[config.mk]
export PLATFORM = sky130hd
export DESIGN_NAME = memdec_top
export DESIGN_NICKNAME = d
export VERILOG_FILES = /design/src/rtl/memdec_pkg.sv /design/src/rtl/memdec_hi_latch.sv /design/src/rtl/memdec_rom_match.sv /design/src/rtl/memdec_ram_sel.sv /design/src/rtl/memdec_top.sv
export SDC_FILE = /design/constraint.sdc
export NUM_CORES = 1
export LEC_CHECK = 0
export ABC_AREA = 1
export CAP_MARGIN = 10
export CELL_PAD_IN_SITES_DETAIL_PLACEMENT = 1
export CELL_PAD_IN_SITES_GLOBAL_PLACEMENT = 2
export CORE_ASPECT_RATIO = 2
export CORE_MARGIN = 10
export CORE_UTILIZATION = 19
export CTS_CLUSTER_SIZE = 25
export DETAILED_ROUTE_END_ITERATION = 8
export HOLD_SLACK_MARGIN = 0.1
export PLACE_DENSITY_LB_ADDON = 0.1
export REMOVE_ABC_BUFFERS = 1
export SETUP_SLACK_MARGIN = 0.2
export SLEW_MARGIN = 25
export SYNTH_ARGS = -nofsm -noshare
export SYNTH_HDL_FRONTEND = slang
export SYNTH_SLANG_ARGS = --single-unit
export TNS_END_PERCENT = 5
[constraint.sdc]
create_clock -name clk_i -period 1.15 [get_ports clk_i]
set_input_delay 0.23 -clock clk_i [delete_from_list [all_inputs] [get_ports clk_i]]
set_output_delay 0.23 -clock clk_i [all_outputs]
set_load 0.02 [all_outputs]
[src/rtl/memdec_pkg.sv]
package memdec_pkg;
  localparam int ADDR_W = 16;
  localparam int BYTE_W = 8;
  typedef logic [BYTE_W-1:0] byte_t;
endpackage

[src/rtl/memdec_hi_latch.sv]
module memdec_hi_latch
  import memdec_pkg::*;
(
  input  logic  clk_i,
  input  logic  rst_ni,
  input  logic  strobe_i,
  input  byte_t bus_i,
  output byte_t hi_o
);
  byte_t hold_q;

  always_ff @(posedge clk_i or negedge rst_ni) begin
    if (!rst_ni)       hold_q <= '0;
    else if (strobe_i) hold_q <= bus_i;
  end

  // transparent while strobe high
  assign hi_o = strobe_i ? bus_i : hold_q;


  hold_stable_chk: assert property (@(posedge clk_i) disable iff (!rst_ni)
    !strobe_i |=> $stable(hold_q));


  hold_capture_chk: assert property (@(posedge clk_i) disable iff (!rst_ni)
    strobe_i |=> (hold_q == $past(bus_i)));
endmodule

[src/rtl/memdec_rom_match.sv]
module memdec_rom_match
  import memdec_pkg::*;
#(
  parameter int                        NUM_REGIONS = 4,
  parameter int                        SPAN_W      = 9,
  parameter logic [NUM_REGIONS*16-1:0] REGION_BASE = {16'h0600, 16'h0400, 16'h0200, 16'h0000},
  parameter logic [NUM_REGIONS-1:0]    GATED_MASK  = 4'b1100,
  localparam int                       CMP_W       = ADDR_W - SPAN_W
) (
  input  logic                   clk_i,
  input  logic                   rst_ni,
  input  logic [CMP_W-1:0]       hi_tag_i,
  input  logic                   gated_en_i,
  input  logic                   mrd_ni,
  output logic [NUM_REGIONS-1:0] match_o,
  output logic [NUM_REGIONS-1:0] ce_o
);
  for (genvar k = 0; k < NUM_REGIONS; k++) begin : g_region
    logic hit;
    assign hit = (hi_tag_i == REGION_BASE[k*16+15 -: CMP_W]);
    if (GATED_MASK[k]) begin : g_gated
      assign match_o[k] = hit & gated_en_i;
    end else begin : g_fixed
      assign match_o[k] = hit;
    end
    assign ce_o[k] = match_o[k] & ~mrd_ni;
  end


  gated_off_chk: assert property (@(posedge clk_i) disable iff (!rst_ni)
    !gated_en_i |-> ((match_o & GATED_MASK) == '0));


  rom_ce_read_chk: assert property (@(posedge clk_i) disable iff (!rst_ni)
    mrd_ni |-> (ce_o == '0));


  rom_single_hit_chk: assert property (@(posedge clk_i) disable iff (!rst_ni)
    $onehot0(match_o));
endmodule

[src/rtl/memdec_ram_sel.sv]
module memdec_ram_sel
  import memdec_pkg::*;
#(
  parameter int  NUM_BANKS = 2,
  localparam int BANK_W    = (NUM_BANKS > 1) ? $clog2(NUM_BANKS) : 1
) (
  input  logic                 clk_i,
  input  logic                 rst_ni,
  input  logic [BANK_W:0]      hi_low_i,   // [BANK_W] is the block-exclude bit
  input  logic                 any_rom_i,
  input  logic                 cart_sel_i,
  input  logic                 mrd_ni,
  input  logic                 mwr_ni,
  output logic [NUM_BANKS-1:0] cs_o,
  output logic                 oe_o,
  output logic                 we_o
);
  logic sel;

  // wired-OR exclusion: any claimant removes RAM
  assign sel = ~(any_rom_i | hi_low_i[BANK_W] | cart_sel_i);

  for (genvar b = 0; b < NUM_BANKS; b++) begin : g_bank
    assign cs_o[b] = sel & (hi_low_i[BANK_W-1:0] == BANK_W'(b));
  end

  assign oe_o = sel & ~mrd_ni;
  assign we_o = sel & ~mwr_ni;


  bank_onehot_chk: assert property (@(posedge clk_i) disable iff (!rst_ni)
    $onehot0(cs_o));


  ram_excl_chk: assert property (@(posedge clk_i) disable iff (!rst_ni)
    (|cs_o) |-> (!any_rom_i && !cart_sel_i));


  ram_oe_chk: assert property (@(posedge clk_i) disable iff (!rst_ni)
    oe_o |-> (!mrd_ni && (|cs_o)));


  ram_we_chk: assert property (@(posedge clk_i) disable iff (!rst_ni)
    we_o |-> (!mwr_ni && (|cs_o)));
endmodule

[src/rtl/memdec_top.sv]
module memdec_top
  import memdec_pkg::*;
#(
  parameter int                        NUM_REGIONS = 4,
  parameter int                        SPAN_W      = 9,
  parameter logic [NUM_REGIONS*16-1:0] REGION_BASE = {16'h0600, 16'h0400, 16'h0200, 16'h0000},
  parameter logic [NUM_REGIONS-1:0]    GATED_MASK  = 4'b1100,
  parameter int                        NUM_BANKS   = 2,
  localparam int                       CMP_W       = ADDR_W - SPAN_W,
  localparam int                       BANK_W      = (NUM_BANKS > 1) ? $clog2(NUM_BANKS) : 1
) (
  input  logic                   clk_i,
  input  logic                   rst_ni,
  input  logic [BYTE_W-1:0]      addr_i,
  input  logic                   tpa_i,
  input  logic                   mrd_ni,
  input  logic                   mwr_ni,
  input  logic                   cart_dis_ni,
  input  logic                   cart_sel_i,
  output logic [NUM_REGIONS-1:0] rom_match_o,
  output logic [NUM_REGIONS-1:0] rom_ce_o,
  output logic [NUM_BANKS-1:0]   ram_cs_o,
  output logic                   ram_oe_o,
  output logic                   ram_we_o
);
  byte_t hi;

  memdec_hi_latch i_hi_latch (
    .clk_i    (clk_i),
    .rst_ni   (rst_ni),
    .strobe_i (tpa_i),
    .bus_i    (addr_i),
    .hi_o     (hi)
  );

  memdec_rom_match #(
    .NUM_REGIONS (NUM_REGIONS),
    .SPAN_W      (SPAN_W),
    .REGION_BASE (REGION_BASE),
    .GATED_MASK  (GATED_MASK)
  ) i_rom_match (
    .clk_i      (clk_i),
    .rst_ni     (rst_ni),
    .hi_tag_i   (hi[BYTE_W-1 -: CMP_W]),
    .gated_en_i (cart_dis_ni),
    .mrd_ni     (mrd_ni),
    .match_o    (rom_match_o),
    .ce_o       (rom_ce_o)
  );

  memdec_ram_sel #(
    .NUM_BANKS (NUM_BANKS)
  ) i_ram_sel (
    .clk_i      (clk_i),
    .rst_ni     (rst_ni),
    .hi_low_i   (hi[BANK_W:0]),
    .any_rom_i  (|rom_match_o),
    .cart_sel_i (cart_sel_i),
    .mrd_ni     (mrd_ni),
    .mwr_ni     (mwr_ni),
    .cs_o       (ram_cs_o),
    .oe_o       (ram_oe_o),
    .we_o       (ram_we_o)
  );


  bus_single_driver_chk: assert property (@(posedge clk_i) disable iff (!rst_ni)
    !((|rom_ce_o) && ram_oe_o));


  ram_needs_bit9_low_chk: assert property (@(posedge clk_i) disable iff (!rst_ni)
    (|ram_cs_o) |-> !hi[BANK_W]);
endmodule

==> flow_metrics.py <==
metrics = {
    "grt": {
        "track_usage_pct": 7.45,
        "top_usage_layer": "met2",
        "grt_start_max_net_pins": 9,
        "antenna_found_initial": 0,
        "grt_use_met2_pct": 13.4,
        "grt_pass1_wl_mm": 3.33,
        "met1_usage_pct": 6.34,
        "grt_use_met3_pct": 3.06,
        "overflow": 0,
        "first_global_vias": 717,
    },
    "detailed_routing": {
        "drtIter0Drc": 10,
        "finalWirelength_mm": 2.05,
        "drtAntennaViolNets": 0,
        "vias_per_cell": 4.13,
        "drtPass1Iterations": 3,
        "wl_per_cell_um": 13.6,
        "drcViolationCount": 0,
        "vias": 624,
    },
    "clocking": {
        "cts_buffers": 3,
        "clk_latency_ns": 0.23,
        "clockBufferDepth": 2,
        "ctsHoldBuffers": 0,
        "clk_pin_slew_ns": 0.04,
        "cts_tree": "done",
        "cts-root-buf": "clkbuf_8",
        "cts.sinks": 8,
        "htreeDepth": 1,
    },
    "setup_path": {
        "reg2reg_to": "i_hi_latch.hold_q[1]",
        "r2r-start": "i_hi_latch.hold_q[1]",
        "worstPathArrival_ns": 1.42,
        "cpPeakStageDelay_ns": 0.41,
        "required_ns": 0.92,
        "r2r_cells": 3,
        "worstSetupStartpointType": "flip-flop",
        "crit_path_frequent_cell": "nand2_2",
        "r2r_slack_ns": 0.30,
        "critical-path-slowest-cell": "dfrtp_1",
        "critPathCaptureType": "primary output",
        "critical_path_class": "flip-flop to primary output",
        "crit_chain": "o21ai_4 -> nand2_2 -> nor2_4 -> nand2_2 -> nand3_4 -> nor2_1 -> buf_4",
        "worst-path-max-fanout": 4,
    },
    "flow_run": {
        "max-cap-violations": 0,
    },
    "timing": {
        "finalSetupViolations": 12,
        "period_share_pct": 143,
        "timing.final.hold_violations": 0,
        "fin_skew_ns": 0,
        "max_freq_mhz": 607,
        "rsz0062_at_grt": "yes",
        "max_slew_margin_pct": 73.5,
        "tns_ns": -5.23,
        "tightest_slew_ns": 0.397,
        "period_needed_ns": 1.65,
        "drv_slew": 0,
        "layout_setup_ws_ns": -0.497,
    },
    "min_path": {
        "hp-class": "primary input to async pin",
    },
    "pwr": {
        "leakage_nw": 0.561,
        "power_density_nw_per_um2": 905,
        "ir_worst_vdd_mv": 0.401,
    },
    "floorplan": {
        "die_w_um": 59.6,
        "initial_core_util_pct": 20.0,
        "die_y_um": 99.3,
        "core_um2": 2980,
        "die_area_um2": 5920,
        "num_rows": 28,
        "num_io_pins": 27,
    },
    "logic_synthesis": {
        "synth_cell_types": 19,
        "postSynthCellCount": 80,
        "synth_seq_area_share_pct": 33.5,
        "yosysWarnings": 0,
        "ys_ff_latch": 8,
        "avgSynthCellArea_um2": 7.46,
        "netlist_area_um2": 597,
    },
    "placement": {
        "hpwl_mm": 1.65,
        "port_buffers": 26,
        "placed_area_um2": 921,
        "dpl.cell_count": 140,
        "place.gp.congestion": 0.682,
    },
    "layout": {
        "final_cell_mix": "buf_4, inv_1, nand2_2",
        "syn2layout_area_growth_pct": 80.9,
        "final_core_util_pct": 36.3,
        "regMostFlops": "i_hi_latch.hold_q",
        "instances_no_fill": 151,
        "drive_above_1_share_pct": 52.9,
        "nNetsFinal": 138,
        "fillers": 368,
        "fin_area_um2": 1080,
        "top_regs": "i_hi_latch.hold_q (8)",
        "largest_reg_flops": 8,
        "final_common_cell": "buf_4",
        "num_antenna_cells": 0,
    },
    "status": {
        "status": "finished with violations",
        "violations": "setup timing",
    },
}
where the power goes:
part	leakage, nW	internal (mW)	switching (mW)
clock	0.0216	0.228	0.120
combinational	0.448	0.146	0.165
sequential	0.0910	0.307	0.0116
logic make-up (layout without fill, tap and decap cells):
kind of cell / after synthesis / in the layout / synth area share (%)
buffers and inverters: 23 / 64 / 17.0
AOI/OAI and AO/OA: 5 / 5 / 7.34
and+or+nand+nor: 44 / 44 / 42.1
DFF: 8 / 8 / 33.5
layout make-up:
type                            count  area, µm²  share of cell area [%]
Tap cell                           30       37.5                    3.48
Multi-Input combinational cell     49        373                    34.5
Clock buffer                        3       41.3                    3.82
Inverter                           20       77.6                    7.18
Sequential cell                     8        200                    18.5
Timing Repair inverter              1       7.51                   0.695
Timing Repair Buffer               40        343                    31.7
cell usage after synthesis:
| library cell | n | share of area (%) |
|---|---|---|
| inv_1 | 19 | 12 |
| nand2_1 | 17 | 11 |
| nor2_1 | 9 | 5.7 |
| dfrtp_1 | 8 | 34 |
| nand2_2 | 6 | 6.3 |
| buf_4 | 2 | 2.5 |
| nand2_4 | 2 | 3.8 |
| nand3_1 | 2 | 1.7 |
| nor2_4 | 2 | 3.8 |
| nor3_2 | 2 | 3.4 |
| o21ai_0 | 2 | 1.7 |
| o21ai_2 | 2 | 2.9 |
| buf_6 | 1 | 1.9 |
| inv_2 | 1 | 0.63 |
| nand3_4 | 1 | 2.9 |
| nor3_1 | 1 | 0.84 |
| nor4_2 | 1 | 2.1 |
| o21ai_4 | 1 | 2.7 |
| or2_0 | 1 | 1.0 |
per-stage QoR:
stage / power, mW / worst slack [ns] / hold WS [ns]
2_1_floorplan: 0.442 / -0.230 / -0.0656
3_3_place_gp: 0.571 / -1.23 / 0.505
3_5_place_dp: 0.574 / -1.23 / 0.537
4_1_cts: 0.977 / -0.516 / 0.309
5_1_grt: 1.03 / -0.575 / 0.325
6_report: 0.977 / -0.497 / 0.292
worst max-delay path: cells and delay by family (launching register included):
family | cells | cell delay, ns
and+or+nand+nor | 5 | 0.47
DFF | 1 | 0.41
buffers and inverters | 1 | 0.15
AOI/OAI and AO/OA | 1 | 0.16
timing repair:
action | CTS | global route
resized for setup | 96 | 8
pin swaps | 20 | 5
cloned | 1 | 0
buffers inserted | 6 | 1
endpoints found under the setup margin | 20 | 13
how the worst max path moves through the flow:
stage | startpoint | to | slack, ns | cells after the start
floorplan | tpa_i | rom_match_o[1] | -0.23 | 5
global placement | tpa_i | ram_oe_o | -1.23 | 10
detailed placement | tpa_i | ram_oe_o | -1.23 | 10
CTS | i_hi_latch.hold_q[6] | ram_oe_o | -0.52 | 9
global route | i_hi_latch.hold_q[4] | ram_oe_o | -0.57 | 9
finish | i_hi_latch.hold_q[1] | ram_oe_o | -0.50 | 7
routing by layer:
metal	routed length [µm]	up-vias
met3	182	5
met4	51	0
met2	1170	23
li1	-	313
met5	0	-
met1	641	283
(Power assumes the default switching activity.)
